$ cat src/rtl/tlb_match_pkg.sv
package tlb_match_pkg;
  localparam int unsigned ADDR_W     = 64;
  localparam int unsigned CTX_W      = 13;
  localparam int unsigned VALID_POS  = 63;
  localparam int unsigned SIZE_HI    = 62;
  localparam int unsigned SIZE_LO    = 61;
  localparam int unsigned SIZE_W     = SIZE_HI - SIZE_LO + 1;
  localparam int unsigned PA_HI      = 40;
  localparam int unsigned OFF_MIN    = 13;
  localparam int unsigned OFF_STEP   = 3;

  typedef enum logic [SIZE_W-1:0] {
    PG_8K   = 2'd0,
    PG_64K  = 2'd1,
    PG_512K = 2'd2,
    PG_4M   = 2'd3
  } page_size_e;
endpackage

$ cat src/rtl/tlb_page_mask_dec.sv
module tlb_page_mask_dec #(
  parameter int unsigned ADDR_W   = tlb_match_pkg::ADDR_W,
  parameter int unsigned SIZE_W   = tlb_match_pkg::SIZE_W,
  parameter int unsigned OFF_MIN  = tlb_match_pkg::OFF_MIN,
  parameter int unsigned OFF_STEP = tlb_match_pkg::OFF_STEP
) (
  input  logic [SIZE_W-1:0] size_code,
  output logic [ADDR_W-1:0] mask
);
  localparam int unsigned NUM_SIZES = 1 << SIZE_W;

  logic [ADDR_W-1:0] cand [NUM_SIZES];

  // One candidate mask per page size, offset growing by OFF_STEP each step
  for (genvar g = 0; g < NUM_SIZES; g++) begin : g_cand
    localparam int unsigned OFF = OFF_MIN + g * OFF_STEP;
    assign cand[g] = {ADDR_W{1'b1}} << OFF;
  end

  always_comb begin
    mask = cand[size_code];
  end
endmodule

$ cat src/rtl/tlb_tag_cmp.sv
module tlb_tag_cmp #(
  parameter int unsigned ADDR_W = tlb_match_pkg::ADDR_W,
  parameter int unsigned CTX_W  = tlb_match_pkg::CTX_W
) (
  input  logic              valid,
  input  logic [ADDR_W-1:0] tag,
  input  logic [ADDR_W-1:0] va,
  input  logic [CTX_W-1:0]  ctx,
  input  logic [ADDR_W-1:0] mask,
  output logic              match
);
  logic ctx_eq;
  logic va_eq;

  always_comb begin
    ctx_eq = (tag[CTX_W-1:0] == ctx);
    va_eq  = ((va & mask) == (tag & mask));
    match  = valid & ctx_eq & va_eq;
  end
endmodule

$ cat src/rtl/tlb_pa_form.sv
module tlb_pa_form #(
  parameter int unsigned PA_W    = tlb_match_pkg::PA_HI + 1,
  parameter int unsigned OFF_MIN = tlb_match_pkg::OFF_MIN
) (
  input  logic            hit,
  input  logic [PA_W-1:0] data,
  input  logic [PA_W-1:0] va,
  input  logic [PA_W-1:0] mask,
  output logic [PA_W-1:0] pa
);
  localparam logic [PA_W-1:0] KEEP = {PA_W{1'b1}} << OFF_MIN;

  logic [PA_W-1:0] merged;

  always_comb begin
    merged = ((data & mask) | (va & ~mask)) & KEEP;
    pa     = hit ? merged : '0;
  end
endmodule

$ cat src/rtl/tlb_entry_match.sv
module tlb_entry_match
  import tlb_match_pkg::*;
(
  input  logic [ADDR_W-1:0] entry_tag,
  input  logic [ADDR_W-1:0] entry_data,
  input  logic [ADDR_W-1:0] vaddr,
  input  logic [CTX_W-1:0]  cur_ctx,
  output logic              hit,
  output logic [PA_HI:0]    paddr,
  output logic [ADDR_W-1:0] page_mask
);
  localparam int unsigned PA_W = PA_HI + 1;

  logic [SIZE_W-1:0] size_code;
  logic              entry_valid;
  logic              unused_data_bits;

  assign size_code        = entry_data[SIZE_HI:SIZE_LO];
  assign entry_valid      = entry_data[VALID_POS];
  assign unused_data_bits = ^entry_data[SIZE_LO-1:PA_W];

  tlb_page_mask_dec #(
    .ADDR_W(ADDR_W), .SIZE_W(SIZE_W), .OFF_MIN(OFF_MIN), .OFF_STEP(OFF_STEP)
  ) u_mask (
    .size_code (size_code),
    .mask      (page_mask)
  );

  tlb_tag_cmp #(
    .ADDR_W(ADDR_W), .CTX_W(CTX_W)
  ) u_cmp (
    .valid (entry_valid),
    .tag   (entry_tag),
    .va    (vaddr),
    .ctx   (cur_ctx),
    .mask  (page_mask),
    .match (hit)
  );

  tlb_pa_form #(
    .PA_W(PA_W), .OFF_MIN(OFF_MIN)
  ) u_pa (
    .hit  (hit),
    .data (entry_data[PA_W-1:0]),
    .va   (vaddr[PA_W-1:0]),
    .mask (page_mask[PA_W-1:0]),
    .pa   (paddr)
  );
endmodule

$ cat config.mk
export PLATFORM = sky130hd
export DESIGN_NAME = tlb_entry_match
export DESIGN_NICKNAME = d
export VERILOG_FILES = /design/src/rtl/tlb_match_pkg.sv /design/src/rtl/tlb_page_mask_dec.sv /design/src/rtl/tlb_tag_cmp.sv /design/src/rtl/tlb_pa_form.sv /design/src/rtl/tlb_entry_match.sv
export SDC_FILE = /design/constraint.sdc
export NUM_CORES = 1
export LEC_CHECK = 0
export ABC_AREA = 0
export CELL_PAD_IN_SITES_DETAIL_PLACEMENT = 0
export CELL_PAD_IN_SITES_GLOBAL_PLACEMENT = 2
export CORE_MARGIN = 4
export CORE_UTILIZATION = 10
export DETAILED_ROUTE_END_ITERATION = 6
export GPL_TIMING_DRIVEN = 0
export PLACE_DENSITY = 0.95
export SYNTH_ARGS = -nofsm -noshare
export SYNTH_HDL_FRONTEND = slang
export SYNTH_SLANG_ARGS = --single-unit
$ cat constraint.sdc
create_clock -name vclk -period 2.1
set_input_delay 0.42 -clock vclk [all_inputs]
set_output_delay 0.42 -clock vclk [all_outputs]
set_load 0.01 [all_outputs]
==> results.md, run 1 <==
* Min Hold Slack at about 1.5 ns
* Clock power frac at 0%
* DRC Markers at 0
* Initial Util at approximately 10%
* Power Density at 155 mW/mm2
* Nets at 746
* Core Box Area at between 0.015 and 0.02 mm2
* Dominant cell type by area after synthesis: buf_4
* Seq/Total Area, Yosys at 0%
* Initial antenna violation count at 0
* Failing checks: negative setup slack
* Share of power burned in registers at 0%
* Mean Syn Cell Area at 7.18 um2
* Peak Freq at between 0.3 and 0.4 GHz
* Initial DRT Pass Iterations at 4
* P_int at between 400 and 500 uW
* Largest net degree at the start of global routing at 11
* HP Start: entry_data[22]
* Routed Antenna Nets at 0
* Rows at 49
* Placed insts at 746
* Total GRT Usage at under 10%
* Layout cells sized above 1 at between 50% and 60%
* Combinational share of power at 100.0%
* Die Wd at between 100 and 150 um
* Psw at around 310 uW
* Starting DRT DRC Count at 32
* Hold_buf cts at 0
* Setup TNS at -10.53 ns
* RSZ-0062 raised after global routing: yes
* Via count at between 2000 and 3000
* Register area at 0 um2
* Via density at about 3.3
* Final min period at 2.56 ns
* Final Power at 758 uW
* IO buf count at between 150 and 200
* Number of global-route vias before repair at ~2600
* CP Launch Type: input pin
* Max cap viols at 0
* Status: complete, but fails checks
* Yosys warns at 0
* Max Transition Viols Final at 0
* Post-Syn Area at 0.00183 mm2
* Placed wire-length estimate at between 8 and 9 mm
* Sw frac at approximately two fifths
* Placer congestion estimate at approximately 0.75
* Inserted Diodes at 0
* Ports at around 310
* Final hold vios at 0
* Routed len/inst at about 13 um
* Post-Route WL at slightly above 10 mm
* First-pass GRT wire length at 14.1 mm
* Die ar. at 0.0205 mm2
* Synth top area cells: buf_4 (30%), xnor2_1 (20%), nor4_1 (8.2%)
* Final period utilization at 122%
* Critical Path AT at between 2 and 2.5 ns
* Post-synth top area share at 30.3%
* Final worst slack at -0.457 ns
* WP data required at ~1.7 ns
* Die height at 143 um
* Critical path class: in2out
* Synth unique cells at 29
* Cell count after synthesis at approximately 260
* Overflow after GRT at 0
* Crit path to: paddr[33]
* FFs & Latches at 0
* Worst Hold Class: in2out
* Layout overhead on the synthesized area at 168%
* CP Capture Type: output port
* Peak VDD IR at about 0.062 mV
* Leak at around 0.0025 uW
* Count of non-filler cells in the finished layout at 768
* # clk buffers at 0
* Final setup viols at 29
* Crit Path Max Fanout at 6
* CP startpoint: entry_tag[12]
-- worst max-delay path: stages --
cell and delay, ns:
buf_2 0.10, xnor2_1 0.14, nand4_1 0.15, nor4_2 0.32
nand4b_1 0.23, buf_6 0.21, buf_12 0.15, nor4_4 0.25
buf_2 0.17
-- metrics by stage --
step | worst slack [ns] | util [%] | area (um2)
2_1_floorplan | -0.0531 | - | 2080
3_3_place_gp | -1.78 | 24.1 | 4330
3_5_place_dp | -1.75 | 24.1 | 4330
4_1_cts | -0.600 | 26.2 | 4710
5_1_grt | -0.593 | 27.3 | 4910
6_report | -0.457 | 27.3 | 4910
-- power groups by stage --
stage	clock, uW	combinational [uW]	sequential (uW)
after floorplan	0	329	0
after global placement	0	712	0
after detailed placement	0	713	0
after CTS	0	724	0
after global routing	0	819	0
final	0	758	0
-- cell usage in the layout (no fill, tap or decap), types with 2 or more instances in the layout --
| cell | n |
|---|---|
| inv_1 | 3 |
| clkbuf_16 | 2 |
| clkbuf_8 | 2 |
| nor4_2 | 9 |
| nor4_1 | 3 |
| xnor2_4 | 2 |
| clkdlybuf4s50_1 | 39 |
| nand2_2 | 2 |
| buf_8 | 4 |
| conb_1 | 68 |
| buf_16 | 2 |
| buf_2 | 51 |
| mux2_2 | 9 |
| clkdlybuf4s15_1 | 16 |
| clkbuf_2 | 23 |
| nand4_1 | 9 |
| xnor2_2 | 13 |
| nor4_4 | 22 |
| dlygate4sd2_1 | 51 |
| buf_6 | 22 |
| buf_4 | 85 |
| xor2_1 | 15 |
| buf_12 | 6 |
| xnor2_1 | 26 |
| inv_2 | 6 |
| nand2_1 | 29 |
-- worst min path at each step --
stage / end / depth (start not counted)
floorplan: page_mask[13] / 1
global placement: page_mask[16] / 3
detailed placement: page_mask[13] / 3
CTS: paddr[22] / 4
global route: paddr[24] / 4
finish: paddr[22] / 4
-- logic make-up (layout without fill, tap and decap cells) --
logic type | count (synthesis) | count (layout) | share of synthesized area, %
mux | 9 | 9 | 5.54
buf+inv | 96 | 314 | 36.0
xor+xnor | 57 | 57 | 27.3
compound gates | 11 | 11 | 4.44
simple gates | 80 | 80 | 26.4
other cells | 2 | 68 | 0.410
-- final cells by class --
cell class	instances	area (um2)
Inverter	9	33.8
Multi-Input combinational cell	225	2000
Buffer	86	731
Fill cell	1930	13100
Tap cell	229	287
Timing Repair Buffer	219	1860
-- cells in the mapped netlist, drive strengths merged --
| library cell | count |
|---|---|
| nand2 | 32 |
| a221oi | 1 |
| clkbuf | 6 |
| nand4 | 9 |
| nand4b | 1 |
| o221ai | 1 |
| o21ai | 3 |
| a41oi | 1 |
| a222oi | 1 |
| nor4b | 1 |
| nor4 | 34 |
| conb | 2 |
| xor2 | 16 |
| inv | 9 |
| a22o | 1 |
| nor2 | 1 |
| xnor2 | 41 |
| o22ai | 1 |
| mux2 | 9 |
| nand3 | 1 |
| a31oi | 1 |
| buf | 81 |
| o2bb2ai | 1 |
| nor3 | 1 |
-- what timing repair did --
action / in CTS / in global routing
buffers inserted: 14 / 5
gates cloned: 6 / 0
pin swaps: 94 / 48
resized for setup: 481 / 95
hold endpoints to repair: 0 / 0
endpoints found under the setup margin: 35 / 29
-- routing by layer --
metal	vias to the layer above	part of all wire [%]	wire length (um)	global-route usage [%]
met1	1079	39	4010	10.7
met2	140	51	5250	16.5
met5	-	0	0	0
met4	0	0.53	55	0.396
li1	1299	-	-	-
met3	4	9.8	1010	1.93
Power figures use the tool's default switching activity.
==> run 2, diff against run 1 <==
--- a/config.mk
+++ b/config.mk
@@ -13,6 +13,7 @@
 export DETAILED_ROUTE_END_ITERATION = 6
 export GPL_TIMING_DRIVEN = 0
 export PLACE_DENSITY = 0.95
+export SLEW_MARGIN = 10
 export SYNTH_ARGS = -nofsm -noshare
 export SYNTH_HDL_FRONTEND = slang
 export SYNTH_SLANG_ARGS = --single-unit
==> results of run 2 <==
No change in the layout: final DEF, timing and power equal those of run 1.
